### src/rtl/lde_pkg.sv
package lde_pkg;

    localparam int OP_W = 4;

    typedef enum logic [OP_W-1:0] {
        OP_BYTE_U  = 4'd0,
        OP_BYTE_S  = 4'd1,
        OP_HALF_U  = 4'd2,
        OP_HALF_S  = 4'd3,
        OP_WORD    = 4'd4,
        OP_DWORD   = 4'd5,
        OP_UNP2_Z  = 4'd6,
        OP_UNP2_S  = 4'd7,
        OP_UNP4_Z  = 4'd8,
        OP_UNP4_S  = 4'd9,
        OP_SHIN_H  = 4'd10,
        OP_SHIN_B  = 4'd11
    } ld_op_e;

    localparam logic [OP_W-1:0] OP_LAST = 4'd11;

    typedef enum logic {
        S_IDLE = 1'b0,
        S_HOLD = 1'b1
    } wb_state_e;

    function automatic logic op_legal(input logic [OP_W-1:0] op);
        return op <= OP_LAST;
    endfunction

endpackage

### src/rtl/lde_align.sv
// Slides the read beat down so that the addressed byte lands at byte 0.
module lde_align #(
    parameter int BUS_BYTES = 8
) (
    input  logic [BUS_BYTES*8-1:0]         data_in,
    input  logic [$clog2(BUS_BYTES)-1:0]   offset,
    output logic [BUS_BYTES*8-1:0]         data_out
);
    localparam int OFF_W = $clog2(BUS_BYTES);

    for (genvar k = 0; k < BUS_BYTES; k++) begin : g_byte
        always_comb begin
            data_out[8*k +: 8] = 8'h00;
            for (int src = 0; src < BUS_BYTES; src++) begin
                if (src == k + int'(offset)) begin
                    data_out[8*k +: 8] = data_in[8*src +: 8];
                end
            end
        end
    end

    // OFF_W kept for readers sizing the offset port.
    logic [OFF_W-1:0] unused_off;
    assign unused_off = offset;

endmodule

### src/rtl/lde_format.sv
// Turns the aligned bytes into the writeback value for one format code.
module lde_format
    import lde_pkg::*;
#(
    parameter int RES_W = 64
) (
    input  logic [OP_W-1:0]  op,
    input  logic [RES_W-1:0] sel,
    input  logic [RES_W-1:0] old_val,
    output logic [RES_W-1:0] res,
    output logic             pair
);
    localparam int WORD_W = RES_W / 2;
    localparam int LANES  = RES_W / 16;

    logic [15:0] lane_z [LANES];
    logic [15:0] lane_s [LANES];
    logic [RES_W-1:0] unp_z;
    logic [RES_W-1:0] unp_s;

    for (genvar i = 0; i < LANES; i++) begin : g_lane
        assign lane_z[i] = {8'h00, sel[8*i +: 8]};
        assign lane_s[i] = {{8{sel[8*i+7]}}, sel[8*i +: 8]};
        assign unp_z[16*i +: 16] = lane_z[i];
        assign unp_s[16*i +: 16] = lane_s[i];
    end

    always_comb begin
        res  = '0;
        pair = 1'b0;
        unique case (op)
            OP_BYTE_U: res[WORD_W-1:0] = {{(WORD_W-8){1'b0}}, sel[7:0]};
            OP_BYTE_S: res[WORD_W-1:0] = {{(WORD_W-8){sel[7]}}, sel[7:0]};
            OP_HALF_U: res[WORD_W-1:0] = {{(WORD_W-16){1'b0}}, sel[15:0]};
            OP_HALF_S: res[WORD_W-1:0] = {{(WORD_W-16){sel[15]}}, sel[15:0]};
            OP_WORD:   res[WORD_W-1:0] = sel[WORD_W-1:0];
            OP_DWORD: begin
                res  = sel;
                pair = 1'b1;
            end
            OP_UNP2_Z: res[WORD_W-1:0] = unp_z[WORD_W-1:0];
            OP_UNP2_S: res[WORD_W-1:0] = unp_s[WORD_W-1:0];
            OP_UNP4_Z: begin
                res  = unp_z;
                pair = 1'b1;
            end
            OP_UNP4_S: begin
                res  = unp_s;
                pair = 1'b1;
            end
            OP_SHIN_H: begin
                res  = {sel[15:0], old_val[RES_W-1:16]};
                pair = 1'b1;
            end
            OP_SHIN_B: begin
                res  = {sel[7:0], old_val[RES_W-1:8]};
                pair = 1'b1;
            end
            default: begin
                res  = '0;
                pair = 1'b0;
            end
        endcase
    end

endmodule

### src/rtl/lde_top.sv
module lde_top
    import lde_pkg::*;
#(
    parameter int BUS_BYTES = 8
) (
    input  logic                         clk,
    input  logic                         rst_n,
    input  logic                         rd_valid,
    input  logic                         rd_cancel,
    input  logic [3:0]                   rd_op,
    input  logic [$clog2(BUS_BYTES)-1:0] rd_offset,
    input  logic [BUS_BYTES*8-1:0]       rd_data,
    input  logic [BUS_BYTES*8-1:0]       dst_old,
    output logic                         wb_valid,
    output logic                         wb_pair,
    output logic [BUS_BYTES*8-1:0]       wb_data
);
    localparam int DW = BUS_BYTES * 8;

    wb_state_e      state_q, state_d;
    logic           accept;
    logic [DW-1:0]  aligned;
    logic [DW-1:0]  fmt_res;
    logic           fmt_pair;
    logic [DW-1:0]  res_q;
    logic           pair_q;

    lde_align #(.BUS_BYTES(BUS_BYTES)) u_align (
        .data_in  (rd_data),
        .offset   (rd_offset),
        .data_out (aligned)
    );

    lde_format #(.RES_W(DW)) u_format (
        .op      (rd_op),
        .sel     (aligned),
        .old_val (dst_old),
        .res     (fmt_res),
        .pair    (fmt_pair)
    );

    assign accept = rd_valid && !rd_cancel && op_legal(rd_op);

    // State register
    always_ff @(posedge clk) begin
        if (!rst_n) state_q <= S_IDLE;
        else        state_q <= state_d;
    end

    // Next state: T_ACCEPT / T_DRAIN from either state
    always_comb begin
        state_d = S_IDLE;
        unique case (state_q)
            S_IDLE: state_d = accept ? S_HOLD : S_IDLE;
            S_HOLD: state_d = accept ? S_HOLD : S_IDLE;
            default: state_d = S_IDLE;
        endcase
    end

    // Result capture
    always_ff @(posedge clk) begin
        if (!rst_n) begin
            res_q  <= '0;
            pair_q <= 1'b0;
        end else if (accept) begin
            res_q  <= fmt_res;
            pair_q <= fmt_pair;
        end
    end

    // Outputs
    always_comb begin
        wb_valid = 1'b0;
        wb_pair  = 1'b0;
        wb_data  = '0;
        unique case (state_q)
            S_IDLE: ;
            S_HOLD: begin
                wb_valid = 1'b1;
                wb_pair  = pair_q;
                wb_data  = res_q;
            end
            default: ;
        endcase
    end

    AST_REQ_GIVES_WB: assert property (@(posedge clk) disable iff (!rst_n)
        (rd_valid && !rd_cancel && rd_op <= 4'd11) |=> wb_valid);
    AST_WB_HAS_SOURCE: assert property (@(posedge clk) disable iff (!rst_n)
        wb_valid |-> $past(rd_valid));
    AST_CANCEL_QUIET: assert property (@(posedge clk) disable iff (!rst_n)
        (rd_valid && rd_cancel) |=> !wb_valid);
    AST_BAD_OP_QUIET: assert property (@(posedge clk) disable iff (!rst_n)
        (rd_valid && rd_op > 4'd11) |=> !wb_valid);
    AST_IDLE_CLEAN: assert property (@(posedge clk) disable iff (!rst_n)
        !wb_valid |-> (wb_data == '0 && !wb_pair));
    AST_SINGLE_HIGH_ZERO: assert property (@(posedge clk) disable iff (!rst_n)
        (wb_valid && !wb_pair) |-> wb_data[DW-1:DW/2] == '0);

endmodule

### config.mk
export PLATFORM = sky130hd
export DESIGN_NAME = lde_top
export DESIGN_NICKNAME = d
export VERILOG_FILES = /design/src/rtl/lde_pkg.sv /design/src/rtl/lde_align.sv /design/src/rtl/lde_format.sv /design/src/rtl/lde_top.sv
export SDC_FILE = /design/constraint.sdc
export NUM_CORES = 1
export LEC_CHECK = 0
export BUFFER_PORTS_ARGS = -buffer_cell sky130_fd_sc_hd__buf_2
export CORE_ASPECT_RATIO = 0.7
export CORE_MARGIN = 2
export CORE_UTILIZATION = 29
export DETAILED_ROUTE_END_ITERATION = 8
export GPL_ROUTABILITY_DRIVEN = 0
export PLACE_DENSITY = 0.55
export SETUP_SLACK_MARGIN = 0.3
export SLEW_MARGIN = 15
export SYNTH_ARGS = -nofsm -noshare
export SYNTH_HDL_FRONTEND = slang
export SYNTH_SLANG_ARGS = --single-unit
### constraint.sdc
create_clock -name clk -period 3.3 [get_ports clk]
set_input_delay 0.33 -clock clk [delete_from_list [all_inputs] [get_ports clk]]
set_output_delay 0.33 -clock clk [all_outputs]
set_load 0.005 [all_outputs]
Yosys cells after proc, flatten, opt, wreduce, memory -nomap -nowiden
Index checks and enable logic that the tools add are counted.
{ "word_totals": {"ff_bits": 66, "inputBits": 139, "elab_cells": 165, "out_inout_bits": 66} }
{ "op_classes": {"n_eq_ne": 67, "n_mux": 71, "n_reduce_logical": 16, "n_lt_le_gt_ge": 1, "n_addsub": 7} }
{ "ops": {"columns": ["op", "n"], "rows": [
  ["4-bit by 32-bit equality test with 1-bit output (first input constant)", 28],
  ["8-bit two-way mux", 64],
  ["3-bit by 32-bit equality test with 1-bit output (first input constant)", 14],
  ["32-bit one-hot mux with 9 select lines", 1],
  ["32-bit zero test", 8],
  ["2-bit by 32-bit equality test with 1-bit output (first input constant)", 7],
  ["32-bit one-hot mux with 5 select lines", 1],
  ["64-bit two-way mux", 1],
  ["3-bit by 3-bit adder with 4-bit output (first input constant)", 4],
  ["4-bit by 3-bit equality test with 1-bit output (second input constant)", 4],
  ["4-bit equality test (second input constant)", 4],
  ["3-bit equality test (first input constant)", 4],
  ["2-bit by 3-bit adder with 4-bit output (first input constant)", 2],
  ["4-bit by 2-bit equality test with 1-bit output (second input constant)", 2],
  ["2-bit by 3-bit equality test with 1-bit output (first input constant)", 2],
  ["2-bit OR reduction", 3],
  ["5-bit OR reduction", 1],
  ["1-bit by 3-bit adder with 4-bit output (first input constant)", 1],
  ["4-bit by 1-bit equality test with 1-bit output (second input constant)", 1],
  ["4-bit <= comparator (second input constant)", 1],
  ["4-bit zero test", 1],
  ["1-bit two-way mux", 4],
  ["1-bit by 3-bit equality test with 1-bit output (first input constant)", 1],
  ["1-bit logical AND", 2],
  ["1-bit zero test", 1]
]} }

Depth between registers and ports, before layout
Gate-level depths: netlist of run 1.
{ "logic_depth": {"depth_word": 11, "mapped_depth": 14, "mapped_depth_nobuf": 9} }

Cells and area by module
A second synthesis of run 1 with hierarchy kept.
{ "hier_totals": {"cells_unflattened": 1226, "hier_area_um2": 8834.7} }
{ "by_module_without_submodules": {"columns": ["module", "cells_each", "seq_area_each_um2", "area_each_um2", "n_inst"], "rows": [
  ["lde_align", 595, 0.0, 3865.0, 1],
  ["lde_top", 358, 1321.3, 3046.7, 1],
  ["lde_format", 273, 0.0, 1923.1, 1]
]} }

Worst setup path after synthesis of run 1
Ideal clock, no wire load.
{ "synth_path": {"kind": "input-to-reg", "from": "input port rd_offset[1]", "to": "register res_q[62]", "slack_ps": 308, "cell_stages": 13, "t_arrival_ps": 2913, "required_ps": 3221, "setup_ps": 79, "n_path_buf": 4, "path_cell_list": "buf_4 > buf_4 > inv_2 > clkbuf_1 > ha_1 > clkbuf_1 > nand4b_1 > o21a_1 > o22ai_1 > a2111oi_4 > a221o_1 > a21oi_1 > a211oi_2"} }
{ "synth_between": {"elab_chain_len": 11, "word_cells_on_any_way": 68, "classes_between": "add/sub (3); eq/ne (28); mux (33); reduce/logical (4)"} }
{ "synth_rtl": {"columns": ["item", "line", "source"], "rows": [
  ["from (decl)", "lde_top.sv:11", "input logic [$clog2(BUS_BYTES)-1:0] rd_offset,"],
  ["1-bit by 3-bit adder with 4-bit output (tied with other cells)", "lde_align.sv:15", "if (src == k + int'(offset)) begin"],
  ["32-bit zero test", "lde_align.sv:15", null],
  ["8-bit two-way mux (8 in a row)", "lde_align.sv:15", null],
  ["32-bit one-hot mux with 5 select lines *", "lde_format.sv:31", "unique case (op)"],
  ["to (signal assigned)", "lde_top.sv:66", "res_q <= fmt_res;"],
  ["to (decl)", "lde_top.sv:25", "logic [DW-1:0] res_q;"]
]} }
Every way passes the cells marked *; elsewhere a longest branch is shown, timed or not.
A chain may end at the register's enable or synchronous reset.

Final worst setup path of run 1
{ "layout_path": {"from": "input port rd_offset[0]", "to": "register res_q[51]"} }
{ "layout_between": {"elab_chain_len": 11, "word_cells_on_any_way": 51, "classes_between": "add/sub (2); eq/ne (21); mux (25); reduce/logical (3)"} }
{ "layout_rtl": {"columns": ["item", "line"], "rows": [
  ["2-bit by 3-bit adder with 4-bit output / 3-bit by 3-bit adder with 4-bit output (equally long branches)", "lde_align.sv:15"],
  ["32-bit zero test", "lde_align.sv:15"],
  ["8-bit two-way mux (8 in a row)", "lde_align.sv:15"],
  ["32-bit one-hot mux with 5 select lines *", "lde_format.sv:31"]
]} }
Marks and branches as above.

==> metrics.csv, run 1 <==
stage,metric,value,unit
route,Via Count,11118,
route,DRT Pass-1 Iters,6,
power_and_ir_drop,maximum VDD drop,193,uV
yosys,Syn Area/Cell,7.03,sq um
yosys,synthesized area,8460,sq um
worst_setup_path,most frequent CP cell,buf_4,
finish,Nets,1520,
timing,Slew headroom,34.7,%
timing,fmax,0.350,GHz
clock_network,worst skew pair latency,0.34,ns
yosys,post-synth top area share,15.6,%
finish,layout cells sized above 1,25.2,%
timing,hold_ws,0.363,ns
clock_network,Post-CTS Hold Fix Bufs,0,
yosys,Commonest cells post-synth,"155 x a21oi_1, 106 x o21ai_0, 100 x nand2_1",
yosys,Synth async-reset ratio,0,%
flow_run,MaxCap Viol Count,0,
min_path,Worst Hold Class,in -> reg,
worst_setup_path,Critical Path RT,3.58,ns
route,vias per inst,6.32,
timing,fin worst setup slack,0.447,ns
worst_setup_path,Worst Path Max Fanout,87,
placement,DPL Wire Length,34100,um
floorplanning,# IOs,205,
yosys,Synth Instances,1204,
yosys,YS warnings,0,
route,Antenna Nets Post-Route,0,
worst_setup_path,Critical Path End Type,flip-flop,
yosys,Syn Nets,1349,
worst_setup_path,WP buf/inv,4,
worst_setup_path,CP Class,in -> reg,
worst_setup_path,Critical Path AT,3.14,ns
floorplanning,initial core utilization,29.4,%
worst_setup_path,crit path launch type,input port,
yosys,Yosys reg bits,66,
outcome,outcome,completed,
timing,Slew @ Worst Pin,0.979,ns
route,WL per Instance,25.3,um
floorplanning,Std-Cell Rows,52,
yosys,Most used DFF post-synth,dfxtp_1,
clock_network,post-CTS setup buffers,0,
grt,initial antenna violation count,0,
clock_network,TritonCTS clock tree,yes,
worst_setup_path,Worst path top cell family by delay,compound AO/OA/AOI/OAI gates,
timing,min Tclk post-route,2.85,ns
placement,Area after DPL,9990,sq um
clock_network,Clock transition at path regs,0.06,ns
clock_network,level count of the clock H-tree,3,
clock_network,clock sinks,66,
route,Post-route DRC,0,
yosys,most area-consuming cells after synthesis,"dfxtp_1 16%, a21oi_1 9.2%, mux2i_1 8.9%",
timing,RSZ-0062 raised after global routing,no,
floorplanning,Die ar.,30600,sq um
yosys,"Seq/Total Area, Yosys",15.6,%
placement,Placed Cells,1742,
grt,gr usage total,27.8,%
placement,port buffer count,196,
floorplanning,Die Y,147,um
floorplanning,core area,28800,sq um
power_and_ir_drop,leakage,4.26,nW
timing,TNS Setup,0,ns
clock_network,Root Buffer Master,clkbuf_16,
floorplanning,Die W,208,um
yosys,largest area contributor in the synthesized netlist,dfxtp_1,
finish,Layout area overhead,22.0,%
grt,total grt overflow,0,
timing,Final Hold Viols,0,
worst_setup_path,cell breakdown of the critical path,buf_4 > buf_12 > nand2b_1 > buf_4 > nor3_2 > a21oi_1 > o32ai_1 > a222oi_1 > buf_4 > o211ai_1 > a32o_1,
clock_network,Max clock buf depth,2,
route,initial DRC count,1768,
grt,number of global-route vias before repair,10237,
timing,crit share post-route,86.5,%
finish,Final Non-Filler Cells,1758,
yosys,count of cell types in the netlist,88,
timing,max-slew violations,0,
finish,fin area,10300,sq um
power_and_ir_drop,Cell Pwr Density,310,nW/um^2
grt,largest net degree at the start of global routing,88,
timing,Final Skew,0,ns
route,Routed WL,44500,um
yosys,Post-synth EDFFs,0,
placement,Setup WS pre-CTS,0.266,ns
worst_setup_path,"slowest stage delay, CP",0.45,ns
grt,first-pass GRT wire length,65000,um
yosys,"count leader, synth",a21oi_1,
clock_network,CTS resizes,0,
clock_network,CTS Buf Count,9,
worst_setup_path,Worst path slowest cell,o211ai_1,
power_and_ir_drop,Pwr Total,3.20,mW
finish,antenna cells,0,
finish,final core occ,35.8,%
timing,final setup vio count,0,
## per-layer routing
metal  up-vias  part of all wire, %  GRT usage (%)
li1       4877                    -              -
met1      5331                   43           40.5
met2       814                   41           39.7
met3        96                   14           8.83
met4         0                  2.0           5.90
met5         -                    0              0
## placed cells by master (no fill, tap or decap), types with 18 or more instances in the layout
cell and n:
buf_4 77, mux2_2 18, a21oi_1 154, o221ai_1 22, a211oi_1 19, nor2b_1 18
dfxtp_1 65, o21ai_0 106, o22ai_1 25, a31oi_1 20, inv_1 22, nand2b_1 27
nor3_1 22, buf_2 194, nor2_1 83, nand2_1 100, and2_1 79, mux2i_1 75
## sequential cells by signal (all words and copies together), names as in the netlist
register / flops
state_q: 1
pair_q: 1
res_q: 64
## final timing paths
| check | startpoint | to | slack, ns | cells past startpoint |
|---|---|---|---|---|
| worst min-delay path | dst_old[63] | res_q[55] | 0.36 | 3 |
| worst min register to register | res_q[44] | res_q[44] | 0.46 | 1 |
| worst max register to register | res_q[49] | res_q[49] | 2.19 | 3 |
| worst max-delay path | rd_offset[0] | res_q[51] | 0.45 | 11 |
## report_power, final
group | switching [mW] | internal (mW) | total [mW]
sequential | 0.0203 | 0.826 | 0.846
combinational | 0.834 | 0.450 | 1.28
clock | 0.391 | 0.683 | 1.07
## cell type report
type                    count  area (sq um)
clock buffers              10           239
inverters                  25          93.8
flip-flops and latches     66          1320
multi-input cells        1000          6520
clock inverters             6          90.1
well taps                 378           473
fillers                  3133         18500
repair buffers            273          1590
## logic make-up after synthesis
family | Yosys count | share of synthesized area [%]
compound gates | 501 | 38.7
xor+xnor | 1 | 0.104
fa+ha+maj | 6 | 0.887
buf+inv | 138 | 7.42
flops | 66 | 15.6
mux | 102 | 13.6
simple gates | 390 | 23.7
## worst min-delay path: cells and delay by family
kind	cells	cell delay [ns]
buffers and inverters	1	0.11
AOI/OAI and AO/OA	2	0.23
(Power assumes the default switching activity.)
==> inputs of run 2 (changes only) <==
ABC_AREA = 1   (was default)
ABC_CLOCK_PERIOD_IN_PS = 3300   (was default)
==> run 2 against run 1 <==
  * Via count is 2.9% higher
  * Sequential power up 1%
  * Non-clock buffer count shrank 49
  * Critical path depth increased by 5
  * Register-to-register slack gained 0.40 ns
  * Area after synthesis down 2.0%
  * Flip-flop and latch count stayed put
  * Critical path type unchanged
  * Critical endpoint is now res_q[61]
  * Largest cell class unchanged
==> metrics.csv, run 2 <==
stage,metric,value,unit
outcome,outcome,completed,
floorplanning,# IOs,205,
yosys,"Seq/Total Area, Yosys",15.9,%
timing,final setup vio count,0,
finish,"commonest non-fill, non-tap cell in the layout",nand2_1,
clock_network,post-CTS setup buffers,0,
yosys,largest family of logic cells by synthesized area,simple AND/OR/NAND/NOR gates,
finish,biggest regs,"res_q: 64 flops, pair_q: 1 flops, state_q: 1 flops",
floorplanning,core area,27900,sq um
timing,min Tclk post-route,2.57,ns
timing,RSZ-0062 raised after global routing,no,
worst_setup_path,crit path launch type,input port,
grt,first-pass GRT wire length,63000,um
worst_setup_path,Worst Path Max Fanout,8,
worst_setup_path,Critical Path End Type,flip-flop,
power_and_ir_drop,Cell Pwr Density,295,nW/um^2
yosys,count of cell types in the netlist,52,
yosys,post-synth top area share,23.5,%
worst_setup_path,Critical Path AT,2.79,ns
power_and_ir_drop,Pwr Total,2.93,mW
route,Post-route DRC,0,
worst_setup_path,CP startpoint,rd_offset[2],
timing,TNS Setup,0,ns
grt,number of global-route vias before repair,10703,
yosys,Synth Area in Compound Gates,24.0,%
worst_setup_path,"slowest stage delay, CP",0.27,ns
worst_setup_path,CP Class,in -> reg,
floorplanning,Die Y,145,um
route,WL per Instance,20.4,um
worst_setup_path,most frequent CP cell,nand2_1,
floorplanning,Die W,206,um
grt,largest net degree at the start of global routing,72,
yosys,"count leader, synth",nand2_1,
timing,Final Skew,0,ns
finish,# fillers,3227,
worst_setup_path,Critical Path RT,3.52,ns
route,initial DRC count,1580,
clock_network,Max clock buf depth,2,
yosys,largest area contributor in the synthesized netlist,nand2_1,
worst_setup_path,FF-to-FF Start,res_q[5],
yosys,simple-gate share of the synthesized area,44.9,%
route,Via Count,11435,
clock_network,worst skew pair latency,0.34,ns
yosys,Synth async-reset ratio,0,%
timing,fmax,0.388,GHz
grt,initial antenna violation count,3,
worst_setup_path,Worst Reg-to-Reg Cells,2,
clock_network,clock sinks,66,
route,met2 routed WL,17100,um
yosys,synthesized area,8290,sq um
yosys,Post-Synth Adder-Cell Area,0.906,%
finish,Layout area overhead,19.7,%
worst_setup_path,cell breakdown of the critical path,buf_2 > buf_4 > ha_1 > nand2_4 > nand2_8 > nor2_1 > nand2_1 > nand2_1 > nor2_1 > nand4_1 > nand2_1 > nand2_2 > nand2_4 > nand4_1 > nand2_1 > a21oi_1,
finish,layout cells sized above 1,18.4,%
flow_run,MaxCap Viol Count,0,
yosys,Syn Nets,1669,
worst_setup_path,slack of the worst reg-to-reg path,2.59,ns
timing,max-slew violations,0,
power_and_ir_drop,maximum VDD drop,219,uV
timing,Slew headroom,45.0,%
timing,Slew @ Worst Pin,0.824,ns
floorplanning,initial core utilization,29.7,%
clock_network,level count of the clock H-tree,3,
finish,largest reg by FF count,res_q,
clock_network,CTS resizes,0,
finish,max reg flops,64,
yosys,Commonest cells post-synth,"519 x nand2_1, 195 x inv_1, 157 x a21oi_1",
route,length of routed met3 wiring,5830,um
yosys,xor and xnor area share after synthesis,0,%
yosys,Post-synth EDFFs,0,
yosys,most area-consuming cells after synthesis,"nand2_1 23%, dfxtp_1 16%, a21oi_1 9.5%",
clock_network,Post-CTS Hold Fix Bufs,0,
route,vias per inst,5.52,
clock_network,Root Buffer Master,clkbuf_16,
finish,most frequent cells in the layout,"519 x nand2_1, 196 x buf_2, 195 x inv_1, 157 x a21oi_1, 112 x nor2_1",
clock_network,TritonCTS clock tree,yes,
worst_setup_path,Worst path slowest cell,buf_4,
yosys,Yosys reg bits,66,
finish,Nets,1837,
timing,fin worst setup slack,0.725,ns
placement,port buffer count,196,
worst_setup_path,reg-to-reg critical path endpoint,res_q[5],
route,uppermost layer routed,met5,
timing,crit share post-route,78.0,%
floorplanning,Die ar.,30000,sq um
clock_network,Clock transition at path regs,0.05,ns
placement,DPL Wire Length,33700,um
route,Antenna Nets Post-Route,0,
route,DRT Pass-1 Iters,8,
grt,gr usage total,27.6,%
grt,total grt overflow,0,
worst_setup_path,worst setup path end,res_q[61],
yosys,multiplexer share of the synthesized area,0,%
yosys,Syn Area/Cell,5.44,sq um
route,Routed WL,42200,um
timing,Final Hold Viols,0,
clock_network,CTS Buf Count,9,
timing,hold_ws,0.294,ns
power_and_ir_drop,leakage,5.25,nW
yosys,Synth Instances,1524,
yosys,YS warnings,0,
placement,Setup WS pre-CTS,0.502,ns
route,M1 WL,17900,um
yosys,Most used DFF post-synth,dfxtp_1,
floorplanning,Std-Cell Rows,51,
min_path,Worst Hold Class,in -> reg,
==> run 2: changes by cell type in the layout (fill, tap and decap cells not counted), sizes merged, moves of 19 or more <==
cell    previous run  this run
nor2              85       133
buf              273       224
nand2b            29         0
mux2i             75         0
nand2            101       542
nand3             17       111
nor3              25         6
inv               23       205
and2              79         1
mux2              19         0
==> run 2: final cells by class <==
type	count	area, sq um	area share, %
clock buffers	11	233	2.35
multi-input cells	1182	5810	58.5
inverters	209	816	8.22
flip-flops and latches	66	1330	13.4
repair buffers	224	1190	12.0
well taps	371	464	4.68
diodes	4	10.0	0.101
clock inverters	5	78.8	0.794
==> run 2: critical path: cells and delay by family <==
kind	cells	cell delay [ns]
adders and majority gates	1	0.23
AOI/OAI and AO/OA	1	0.08
buffers and inverters	2	0.51
and+or+nand+nor	12	1.63
==> run 2: metrics by stage <==
| step | area, sq um | std cells | util, % |
|---|---|---|---|
| 6_report | 9920 | 2072 | 35.5 |
| 5_1_grt | 9920 | 2071 | 35.5 |
| 4_1_cts | 9910 | 2068 | 35.5 |
| 3_5_place_dp | 9600 | 2052 | 34.3 |
| 3_3_place_gp | 9600 | 2052 | 34.3 |
| 2_1_floorplan | 8290 | 1524 | - |
==> run 2: how the worst min path moves through the flow <==
stage,startpoint,endpoint,slack [ns],cells past startpoint
floorplan,pair_q,pair_q,0.45,2
global placement,res_q[51],res_q[51],0.46,2
detailed placement,res_q[48],res_q[48],0.46,2
CTS,dst_old[35],res_q[19],0.28,3
global route,dst_old[8],res_q[0],0.31,3
finish,dst_old[10],res_q[2],0.29,3
==> run 2: where the power goes <==
group / internal (mW) / switching, mW
logic: 0.290 / 0.753
registers: 0.830 / 0.0251
clock network: 0.660 / 0.369
total: 1.78 / 1.15
==> run 2: cells by family after synthesis <==
logic type	after synthesis
and+or+nand+nor	824
AOI/OAI and AO/OA	352
buffers and inverters	276
DFF	66
adders and majority gates	6
==> run 2: per-layer routing <==
metal / global-route usage [%] / vias up
met5: 1.79 / -
met4: 9.11 / 2
met3: 9.96 / 119
met2: 38.9 / 832
met1: 38.3 / 5171
li1: - / 5311
